**config.mk**
```make
export PLATFORM = sky130hd
export DESIGN_NAME = lfr_framer
export DESIGN_NICKNAME = d
export VERILOG_FILES = /design/src/rtl/lfr_pkg.sv /design/src/rtl/lfr_lane_shift.sv /design/src/rtl/lfr_frame_track.sv /design/src/rtl/lfr_word_hold.sv /design/src/rtl/lfr_framer.sv
export SDC_FILE = /design/constraint.sdc
export NUM_CORES = 1
export LEC_CHECK = 0
export BUFFER_PORTS_ARGS = -buffer_cell sky130_fd_sc_hd__buf_2
export CAP_MARGIN = 15
export CELL_PAD_IN_SITES_DETAIL_PLACEMENT = 0
export CELL_PAD_IN_SITES_GLOBAL_PLACEMENT = 1
export CORE_MARGIN = 8
export CORE_UTILIZATION = 41
export CTS_CLUSTER_SIZE = 16
export DETAILED_ROUTE_END_ITERATION = 12
export PLACE_DENSITY_LB_ADDON = 0.1
export SYNTH_ARGS = -nofsm -noshare
export SYNTH_HDL_FRONTEND = slang
export SYNTH_SLANG_ARGS = --single-unit
```
**constraint.sdc**
```tcl
create_clock -name clk_7x_i -period 1.6 [get_ports clk_7x_i]
set_input_delay 0.08 -clock clk_7x_i [delete_from_list [all_inputs] [get_ports clk_7x_i]]
set_output_delay 0.08 -clock clk_7x_i [all_outputs]
set_load 0.02 [all_outputs]
```
**src/rtl/lfr_pkg.sv**
```systemverilog
package lfr_pkg;
   // bits per lane per word; the clock-lane shape below is tied to this
   localparam int unsigned SYM_BITS = 7;
   // bit index (reception order) at which the clock lane rises inside a word
   localparam int unsigned EDGE_POS = 5;
   localparam int unsigned PHASE_W  = $clog2(SYM_BITS);
   typedef logic [PHASE_W-1:0] phase_t;
endpackage

```
**src/rtl/lfr_lane_shift.sv**
```systemverilog
module lfr_lane_shift #(
   parameter int unsigned DEPTH = 7
) (
   input  logic             clk_i,
   input  logic             rst_i,
   input  logic             bit_i,
   output logic [DEPTH-1:0] sr_o
);
   // newest bit enters at the top, so the oldest one ends up in bit 0
   always_ff @(posedge clk_i) begin
      if (rst_i) sr_o <= '0;
      else       sr_o <= {bit_i, sr_o[DEPTH-1:1]};
   end
endmodule

```
**src/rtl/lfr_frame_track.sv**
```systemverilog
module lfr_frame_track
   import lfr_pkg::*;
#(
   parameter int unsigned LOCK_WORDS = 4
) (
   input  logic clk_i,
   input  logic rst_i,
   input  logic edge_i,
   output logic capture_o,
   output logic locked_o
);
   localparam int unsigned CNT_W = $clog2(LOCK_WORDS + 1);
   localparam phase_t LAST_PH = phase_t'(SYM_BITS - 1);
   localparam phase_t EDGE_PH = phase_t'(EDGE_POS);
   localparam logic [CNT_W-1:0] CNT_TOP = CNT_W'(LOCK_WORDS);

   phase_t           phase_q, phase_d;
   logic             anchored_q, anchored_d;
   logic [CNT_W-1:0] good_q, good_d;
   logic             due;

   // the phase tells which bit index now sits at the top of the shift registers
   assign due = anchored_q && (phase_q == EDGE_PH);

   always_comb begin
      phase_d    = (phase_q == LAST_PH) ? '0 : phase_q + phase_t'(1);
      anchored_d = anchored_q;
      good_d     = good_q;
      if (edge_i) begin
         phase_d    = LAST_PH;
         anchored_d = 1'b1;
         if (!anchored_q)
            good_d = '0;
         else if (phase_q == EDGE_PH)
            good_d = (good_q == CNT_TOP) ? good_q : good_q + 1'b1;
         else
            good_d = '0;
      end else if (due) begin
         anchored_d = 1'b0;
         good_d     = '0;
      end
   end

   always_ff @(posedge clk_i) begin
      if (rst_i) begin
         phase_q    <= '0;
         anchored_q <= 1'b0;
         good_q     <= '0;
      end else begin
         phase_q    <= phase_d;
         anchored_q <= anchored_d;
         good_q     <= good_d;
      end
   end

   assign capture_o = anchored_q && (phase_q == LAST_PH);
   assign locked_o  = (good_q == CNT_TOP);
endmodule

```
**src/rtl/lfr_word_hold.sv**
```systemverilog
module lfr_word_hold #(
   parameter int unsigned WIDTH = 28
) (
   input  logic             clk_i,
   input  logic             rst_i,
   input  logic             capture_i,
   input  logic             locked_i,
   input  logic [WIDTH-1:0] slices_i,
   output logic [WIDTH-1:0] word_o,
   output logic             stb_o,
   output logic             valid_o
);
   always_ff @(posedge clk_i) begin
      if (rst_i) begin
         word_o  <= '0;
         stb_o   <= 1'b0;
         valid_o <= 1'b0;
      end else begin
         if (capture_i) word_o <= slices_i;
         stb_o   <= capture_i;
         valid_o <= capture_i & locked_i;
      end
   end
endmodule

```
**src/rtl/lfr_framer.sv**
```systemverilog
module lfr_framer
   import lfr_pkg::*;
#(
   parameter int unsigned LANES      = 4,
   parameter int unsigned LOCK_WORDS = 4
) (
   input  logic                         clk_7x_i,
   input  logic                         rst_i,
   input  logic                         clk_lane_i,
   input  logic [LANES-1:0]             data_lanes_i,
   output logic [LANES*SYM_BITS-1:0]    word_o,
   output logic                         word_stb_o,
   output logic                         word_valid_o,
   output logic                         locked_o
);
   localparam int unsigned WORD_W = LANES * SYM_BITS;
   localparam int unsigned REF    = LANES;   // index of the clock-lane shifter

   if (LANES < 1) begin : g_bad_lanes
      $error("lfr_framer: LANES must be at least 1");
   end
   if (LOCK_WORDS < 1) begin : g_bad_lock
      $error("lfr_framer: LOCK_WORDS must be at least 1");
   end
   if (SYM_BITS != 7 || EDGE_POS != SYM_BITS - 2) begin : g_bad_shape
      $error("lfr_framer: clock-lane shape requires 7 bits with the rise at bit 5");
   end

   logic [SYM_BITS-1:0] sr [LANES+1];
   logic [WORD_W-1:0]   slices;
   logic                edge_seen, capture, locked;

   for (genvar g = 0; g <= LANES; g++) begin : g_lane
      logic in_bit;
      if (g == REF) begin : g_ref
         assign in_bit = clk_lane_i;
      end else begin : g_dat
         assign in_bit = data_lanes_i[g];
         assign slices[g*SYM_BITS +: SYM_BITS] = sr[g];
      end
      lfr_lane_shift #(.DEPTH(SYM_BITS)) u_shift (
         .clk_i (clk_7x_i),
         .rst_i (rst_i),
         .bit_i (in_bit),
         .sr_o  (sr[g])
      );
   end

   // newest clock-lane bit high, the one before it low
   assign edge_seen = sr[REF][SYM_BITS-1] & ~sr[REF][SYM_BITS-2];

   lfr_frame_track #(.LOCK_WORDS(LOCK_WORDS)) u_track (
      .clk_i     (clk_7x_i),
      .rst_i     (rst_i),
      .edge_i    (edge_seen),
      .capture_o (capture),
      .locked_o  (locked)
   );

   lfr_word_hold #(.WIDTH(WORD_W)) u_hold (
      .clk_i     (clk_7x_i),
      .rst_i     (rst_i),
      .capture_i (capture),
      .locked_i  (locked),
      .slices_i  (slices),
      .word_o    (word_o),
      .stb_o     (word_stb_o),
      .valid_o   (word_valid_o)
   );

   assign locked_o = locked;
endmodule

```
* Word-level counts from Yosys, hierarchy flattened
Index checks and enable logic that the tools add are counted.
** Operators by class
- Reduce and logical (&&, ||, !) cells :: 5
- Bitwise operators :: 3
- $add $sub $neg :: 2
- Equality and inequality tests :: 4
- Mux-type cells :: 9
** Operator list (number)
- $mux 3 :: 7
- $eq 3x3->1 const B :: 3
- $add 3x1->3 const B :: 2
- $ne 4x4->1 const B :: 1
- $reduce_or 3->1 :: 1
- $and 1x1->1 :: 2
- $logic_and 1x1->1 :: 2
- $mux 1 :: 2
- $reduce_and 2->1 :: 1
- $reduce_bool 2->1 :: 1
- $not 1->1 :: 1
** Word-level totals
- Word-level logic and storage cells :: 35
- Register bits :: 72

* Logic depth before layout (Yosys ltp)
Gate-level depths: netlist of run 1.
- Word-level depth :: 5
- Gate-level depth with buffers :: 5
- Depth with buffers taken out :: 5

* Hierarchy
Synthesis of run 1 repeated with hierarchy kept, for this count alone.
** Second synthesis, totals
- Cell total of the unflattened synthesis :: 206
- Area, all modules :: 2356.0 µm²
** By module, submodules not included
- lfr_word_hold :: cells each 94, instances 1, area each 1053.5 µm²
- lfr_lane_shift :: cells each 14, instances 5, area each 183.9 µm²
- lfr_frame_track :: cells each 41, instances 1, area each 369.1 µm²
- lfr_framer :: cells each 1, instances 1, area each 13.8 µm²

* Worst setup path before layout of run 1
No wires, ideal clock.
- Path type :: reg2reg
- Start :: reg u_track.phase_q[1]
- End :: reg u_track.good_q[2]
- Arrival time :: 1.110 ns
- Buffers on the path :: 0
- Period minus slack after synthesis :: 1.184 ns
- Required time :: 1.526 ns
- Slack :: 0.416 ns
- Cell stages (with the launch flop) :: 4
- Cell sequence :: dfxtp_1 > nand4b_1 > or4_1 > a31oi_1
** Between the ends
- Cells in the longest elaborated chain, start to end :: 4
** Ends and longest elaborated chain
- from (decl) :: RTL line lfr_frame_track.sv:17 : phase_t phase_q, phase_d;
- from (signal assigned) :: RTL line lfr_frame_track.sv:50 : phase_q <= phase_d;
- $eq 3x3->1 (*) :: RTL line lfr_frame_track.sv:23, lfr_frame_track.sv:34
- $mux 3 / $logic_and 1x1->1 (equally long branches) :: RTL line lfr_frame_track.sv:34, lfr_frame_track.sv:23
- $mux 3 / $reduce_bool 2->1 (equally long branches)
- $mux 3 / $reduce_and 2->1 (equally long branches)
- to (signal assigned) :: RTL line lfr_frame_track.sv:52 : good_q <= good_d;
- to (decl) :: RTL line lfr_frame_track.sv:19 : logic [CNT_W-1:0] good_q, good_d;
Every way passes the cells marked *; elsewhere a longest branch is shown, timed or not.
A chain may end at the register's enable or synchronous reset.

* Final worst setup path of run 1
- Start :: reg u_track.good_q[0]
- End :: out locked_o
** Between the ends
- Cells in the longest elaborated chain, start to end :: 1
** Ends and longest elaborated chain
- $eq 3x3->1 :: RTL line lfr_frame_track.sv:57 : assign locked_o = (good_q == CNT_TOP);
- to (decl) :: RTL line lfr_framer.sv:14 : output logic locked_o
Every way passes these cells.

==> flow_metrics.py, run 1 <==
metrics = {
    "critical_path": {
        "cp_data_arrival_time_ps": 1310,
        "start_kind": "flop",
        "r2r_start": "u_track.phase_q[0]",
        "path_class": "reg -> out",
        "startpoint": "u_track.good_q[0]",
        "path_cells": "inv_1 > ha_1 > nand2_1 > inv_1 > buf_2",
        "crit_family": "flip-flops",
        "cpPeakStageDelay_ps": 360,
        "worst-path-max-fanout": 4,
        "crit_path_top_delay_cell": "dfxtp_1",
        "cp.required_ps": 1520,
        "endpoint_kind": "primary output",
        "cp_common_cell": "inv_1",
        "path_buf_inv": 3,
    },
    "yosys": {
        "yosysSeqAreaShare_pct": 61.1,
        "synth_warnings": 0,
        "syn_nets": 240,
        "synth_area_leaders": "dfxtp_1 (61%), nand2_1 (10%), nor2b_1 (8.8%), a21oi_1 (6.8%), clkbuf_1 (1.2%)",
        "synth_largest_area_cell": "dfxtp_1",
        "synth_cell_types": 29,
        "ys_ff_latch": 67,
        "synth_edf_count": 0,
        "syn_area_sq_mm": 0.00219,
        "async_flop_share_pct": 0,
        "synth_common_cells": "dfxtp_1 (67), nand2_1 (59), nor2b_1 (31), a21oi_1 (30), clkbuf_1 (7)",
        "post-synth-top-count-cell": "dfxtp_1",
        "synth_top_area_share_pct": 61.1,
        "syn_avg_cell_area_sq_um": 9.50,
        "synth_flop_cell": "dfxtp_1",
        "synth_cells": 231,
    },
    "floorplan": {
        "num_rows": 26,
        "dieArea_sq_mm": 0.00795,
        "ios": 38,
        "fp.dieH_um": 89.2,
        "die_w_um": 89.2,
        "coreArea_sq_mm": 0.00514,
        "initial_core_util_pct": 42.7,
    },
    "cells_and_area": {
        "antennaDiodeCount": 0,
        "syn_to_final_growth_pct": 22.5,
        "final_cells": 351,
        "drive_gt1_share_pct": 20.6,
        "utilization_pct": 52.3,
        "nets": 286,
        "fill_cells": 519,
    },
    "place": {
        "dp_hpwl_um": 2570,
        "finalWeightedCongestion": 0.678,
        "portBuffers": 37,
        "placed_cells": 331,
    },
    "clock_tree": {
        "cts_setup_buffers": 0,
        "cts-buffers-inserted": 9,
        "cts_resized": 0,
        "cts_max_level": 3,
        "cts-root-buf": "clkbuf_8",
        "insertion_delay_ps": 330,
        "cts_tree": "built",
        "path_clk_slew_ps": 60,
        "clock-sinks": 67,
        "clockBufferDepth": 2,
    },
    "global_route": {
        "grtUsageTotal_pct": 11.2,
        "grt_pass1_wl_um": 6750,
        "antenna_found_initial": 0,
        "grt_pass1_vias": 1504,
        "grt_max_degree": 38,
        "grt_overflow": 0,
    },
    "sta": {
        "setup_tns_ps": 0,
        "grt_setup_unrepaired": "false",
        "worst_slew_pin_slew_ps": 384,
        "max_slew_margin_pct": 73.7,
        "setup_violations": 0,
        "fmax_ghz": 0.722,
        "period_minus_slack_ps": 1390,
        "fin_crit_sh_pct": 86.6,
        "finalHoldViolCount": 0,
        "skew_ps": 6.19,
        "slew_violations": 0,
    },
    "detailed_routing": {
        "routed_wl_um": 3980,
        "ant_nets": 0,
        "wire_per_inst_um": 11.3,
        "vias": 1607,
        "dr.pass1.iters": 4,
        "drtIter0Drc": 87,
        "viasPerCell": 4.58,
        "post-route-drc-count": 0,
    },
    "power": {
        "peakVddDrop_uv": 653,
        "total_power_w": 0.00317,
        "p_leak_nw": 1.09,
        "p_per_area_mw_per_mm2": 1180,
    },
    "min_path": {
        "hp-class": "in -> reg",
        "hold_start": "rst_i",
    },
    "status": {
        "run_status": "finished clean",
    },
    "job": {
        "cap_viol_max_count": 0,
    },
}
## area by class of cell
class	count	area [sq um]	share of cell area, %
clock buffer	13	159	5.91
inverter	4	15.0	0.559
timing repair buffer	48	280	10.4
multi-input combinational	147	769	28.6
clock inverter	2	35.0	1.30
tap	70	87.6	3.26
sequential	67	1340	49.9
## layout by cell type, fill, tap and decap left out, drive strengths merged
master	synthesis	layout
a21oi	30	30
o21ai	1	1
inv	4	4
o32ai	1	1
buf	6	43
dlygate4sd3	0	5
nor2b	31	31
clkinv	0	1
ha	2	2
nor2	3	3
and4b	3	3
mux2i	1	1
nor3	1	1
o31ai	1	1
nand2b	2	2
dfxtp	67	67
nand4	1	1
bufinv	0	1
a2111oi	1	1
o2111ai	1	1
and2b	1	1
nand3	2	2
or4	1	1
or2b	1	1
nand4b	2	2
nand2	59	59
clkbuf	7	13
a31oi	2	2
## logic make-up after synthesis
family | Yosys count | share of synthesized area, %
compound gates | 37 | 9.18
fa+ha+maj | 2 | 1.14
buf+inv | 17 | 3.82
flops | 67 | 61.1
mux | 1 | 0.456
simple gates | 107 | 24.3
## worst register-to-register path: cells and delay by family, from the launching register on
family	cells	cell delay, ps
flops	1	430
simple gates	2	670
compound gates	1	130
## metal layers
layer | wire, um | share of wire, % | vias up | GRT usage [%]
li1 | - | - | 839 | -
met1 | 1920 | 48 | 731 | 13.7
met2 | 1780 | 45 | 29 | 16.2
met3 | 209 | 5.2 | 8 | 3.31
met4 | 81 | 2.0 | 0 | 8.16
met5 | 0 | 0 | - | 0
## state kept, by name, summed over array words and instances, names as in the netlist
signal	cells
u_track.anchored_q	1
g_lane.u_shift.sr_o	30
u_track.phase_q	3
u_hold.word_o	28
u_track.good_q	3
u_hold.stb_o	1
u_hold.valid_o	1
## report_power, final
group | internal, W | switching, W
clock network | 0.000795 | 0.000569
logic | 0.0000423 | 0.0000492
registers | 0.00170 | 0.0000218
## metrics by stage
stage | setup WS (ps) | hold slack, ps | area, sq um
2_1_floorplan | 416 | 170 | 2190
3_3_place_gp | 361 | 290 | 2440
3_5_place_dp | 306 | 293 | 2440
4_1_cts | 199 | 11.1 | 2690
5_1_grt | 108 | 31.7 | 2690
6_report | 215 | 25.2 | 2690
## path summary, 6_finish.rpt
kind | end | slack [ps] | depth (start not counted)
setup / recovery | locked_o | 210 | 5
setup reg to reg | u_track.good_q[2] | 300 | 3
hold / removal | u_track.good_q[0] | 30 | 2
hold reg to reg | u_hold.word_o[7] | 430 | 2
## what timing repair did
action / in CTS / in global routing
hold buffers: 5 / 0
endpoints found under the setup margin: 0 / 0
endpoints found under the hold margin: 5 / 0
Power figures use the tool's default switching activity.
==> run 2, diff against run 1 <==
--- a/config.mk
+++ b/config.mk
@@ -5,8 +5,9 @@
 export SDC_FILE = /design/constraint.sdc
 export NUM_CORES = 1
 export LEC_CHECK = 0
+export ABC_AREA = 1
 export BUFFER_PORTS_ARGS = -buffer_cell sky130_fd_sc_hd__buf_2
-export CAP_MARGIN = 15
+export CAP_MARGIN = 20
 export CELL_PAD_IN_SITES_DETAIL_PLACEMENT = 0
 export CELL_PAD_IN_SITES_GLOBAL_PLACEMENT = 1
 export CORE_MARGIN = 8
==> run 2 against run 1 <==
Net effect: setup slack improved by 22 ps; global-route usage decreased by 0.42 points; critical path type unchanged; highest routed layer unchanged; synthesized cell count is 10% higher; clock power down 13%; critical endpoint unchanged; synthesized area up 5.2%.
==> flow_metrics.py, run 2 <==
metrics = {
    "place": {
        "pre_cts_ws_ps": 339,
        "placed_cells": 356,
        "portBuffers": 37,
        "dp_hpwl_um": 2720,
        "finalWeightedCongestion": 0.725,
    },
    "power": {
        "p_comb_share_pct": 5.1,
        "power_frac_seq_pct": 56.1,
        "peakVddDrop_uv": 707,
        "total_power_w": 0.00307,
        "internal-power_w": 0.00231,
        "p_switching_w": 0.000758,
        "p_leak_nw": 1.25,
        "pwr-share-clk_pct": 38.8,
        "p_per_area_mw_per_mm2": 1110,
        "p_sw_share_pct": 24.7,
    },
    "global_route": {
        "grt_util_met1_pct": 11.8,
        "use_met3_pct": 4.77,
        "grt_max_degree": 38,
        "grtUsageTotal_pct": 10.8,
        "antenna_found_initial": 0,
        "grt_pass1_wl_um": 7220,
        "grt_pass1_vias": 1627,
        "use_met2_pct": 17.0,
        "grt.busiest_layer": "met2",
        "grt_overflow": 0,
    },
    "sta": {
        "finalHoldViolCount": 0,
        "grt_setup_unrepaired": "false",
        "setup_violations": 0,
        "fmax_ghz": 0.734,
        "slew_violations": 0,
        "skew_ps": 5.59,
        "period_minus_slack_ps": 1360,
        "setup_tns_ps": 0,
        "fin_ws_ps": 237,
        "fin_crit_sh_pct": 85.2,
        "max_slew_margin_pct": 73.4,
        "worst_slew_pin_slew_ps": 399,
    },
    "yosys": {
        "syn_avg_cell_area_sq_um": 9.05,
        "post-synth-top-count-cell": "dfxtp_1",
        "synth_warnings": 0,
        "synth_edf_count": 0,
        "syn_nets": 264,
        "syn_area_sq_mm": 0.00231,
        "synth_largest_area_cell": "dfxtp_1",
        "synth_common_cells": "dfxtp_1 (67), nor2_1 (44), inv_1 (42), o21ai_1 (26), a21oi_2 (22)",
        "ys_ff_latch": 67,
        "synth_cell_types": 24,
        "synth_top_area_share_pct": 58.1,
        "synth_flop_cell": "dfxtp_1",
        "yosysSeqAreaShare_pct": 58.1,
        "synth_area_leaders": "dfxtp_1 (58%), a21oi_2 (8.3%), nor2_1 (7.2%), inv_1 (6.8%), o21ai_1 (5.6%)",
        "async_flop_share_pct": 0,
        "synth_cells": 255,
    },
    "min_path": {
        "whs_path_depth": 4,
        "whs_endpoint": "u_hold.word_o[16]",
        "hp-class": "in -> reg",
        "hold_start": "rst_i",
    },
    "cells_and_area": {
        "utilization_pct": 50.5,
        "multi_input_comb_area_sq_um": 707,
        "seq_area_sq_mm": 0.00134,
        "reg_top3": "g_lane.u_shift.sr_o (30), u_hold.word_o (28)",
        "final_cells": 377,
        "fill_cells": 570,
        "nets": 309,
        "top_register": "g_lane.u_shift.sr_o",
        "largest_reg_flops": 30,
        "syn_to_final_growth_pct": 19.7,
        "layout_common_cells": "dfxtp_1 (67), nor2_1 (44), inv_1 (42), buf_2 (37), o21ai_1 (26)",
        "final_common_cell": "dfxtp_1",
        "antennaDiodeCount": 0,
        "drive_gt1_share_pct": 28.2,
    },
    "floorplan": {
        "fp.dieH_um": 91.0,
        "dieArea_sq_mm": 0.00829,
        "initial_core_util_pct": 42.2,
        "die_w_um": 91.0,
        "ios": 38,
        "num_rows": 27,
        "coreArea_sq_mm": 0.00547,
    },
    "job": {
        "cap_viol_max_count": 0,
    },
    "clock_tree": {
        "cts_max_level": 3,
        "path_clk_slew_ps": 70,
        "clock-sinks": 67,
        "ctsHoldBuffers": 5,
        "cts-root-buf": "clkbuf_8",
        "cts-buffers-inserted": 9,
        "cts_setup_buffers": 0,
        "clockBufferDepth": 2,
        "cts_tree": "built",
        "cts_resized": 0,
        "insertion_delay_ps": 330,
    },
    "critical_path": {
        "endpoint_kind": "primary output",
        "cpPeakStageDelay_ps": 330,
        "path_cells": "inv_1 > ha_1 > nand2_1 > inv_1 > buf_2",
        "worst-path-max-fanout": 5,
        "r2r_start": "u_track.phase_q[1]",
        "cp_common_cell": "inv_1",
        "cp_data_arrival_time_ps": 1280,
        "reg2reg_slack_ps": 340,
        "start_kind": "flop",
        "crit_path_top_delay_cell": "dfxtp_1",
        "r2r-end": "u_hold.word_o[15]",
        "cp.required_ps": 1520,
        "crit_family": "flip-flops",
        "r2r_cells": 7,
        "path_class": "reg -> out",
        "path_buf_inv": 3,
    },
    "detailed_routing": {
        "ant_nets": 0,
        "dr.pass1.iters": 4,
        "post-route-drc-count": 0,
        "routed_wl_um": 4250,
        "drtIter0Drc": 44,
        "wire_per_inst_um": 11.3,
        "vias": 1644,
        "viasPerCell": 4.36,
    },
    "status": {
        "run_status": "finished clean",
    },
}
==> run 2: kinds of logic after synthesis <==
kind of cell	count (synthesis)	synth area share, %
compound gates	56	15.8
fa+ha+maj	2	1.08
buf+inv	56	11.3
flops	67	58.1
simple gates	74	13.8
==> run 2: cell type report <==
cell class	count	share of cell area [%]
Clock buffer	9	4.48
Timing Repair Buffer	46	10.5
Multi-Input combinational cell	132	25.6
Tap cell	72	3.26
Sequential cell	67	48.6
Inverter	44	5.98
Clock inverter	7	1.63
==> run 2: power by group through the flow <==
| stage | logic (W) | registers, W | clock network [W] |
|---|---|---|---|
| global route | 0.000176 | 0.00173 | 0.00133 |
| finish | 0.000157 | 0.00172 | 0.00119 |
| detailed placement | 0.000150 | 0.00176 | 0 |
| floorplan | 0.0000989 | 0.00177 | 0 |
| global placement | 0.000149 | 0.00176 | 0 |
| CTS | 0.000159 | 0.00172 | 0.00124 |
==> run 2: how the worst max path moves through the flow <==
stage,end,cells past startpoint,from
global route,locked_o,5,u_track.good_q[1]
finish,locked_o,5,u_track.good_q[0]
global placement,u_hold.word_o[16],7,u_track.phase_q[1]
floorplan,u_track.good_q[0],8,u_track.good_q[0]
detailed placement,u_hold.word_o[16],7,u_track.phase_q[1]
CTS,locked_o,5,u_track.good_q[0]
==> run 2: stage by stage <==
step	hold slack (ps)	area, sq um
after floorplan	187	2310
after global placement	281	2540
after detailed placement	287	2540
after CTS	172	2760
after global routing	205	2760
final	186	2760
==> run 2: per-layer routing <==
metal | part of all wire, % | vias to the layer above
met2 | 46 | 23
met3 | 4.6 | 7
met1 | 48 | 734
met5 | 0 | -
li1 | - | 880
met4 | 1.6 | 0
==> run 2: worst register-to-register path, stage by stage, from the launching register on <==
cell     delay (ps)
dfxtp_1         370
inv_2            60
nor2_2          110
inv_2            80
nor2_8          100
buf_4           260
o21ai_0         110
a21oi_1         120
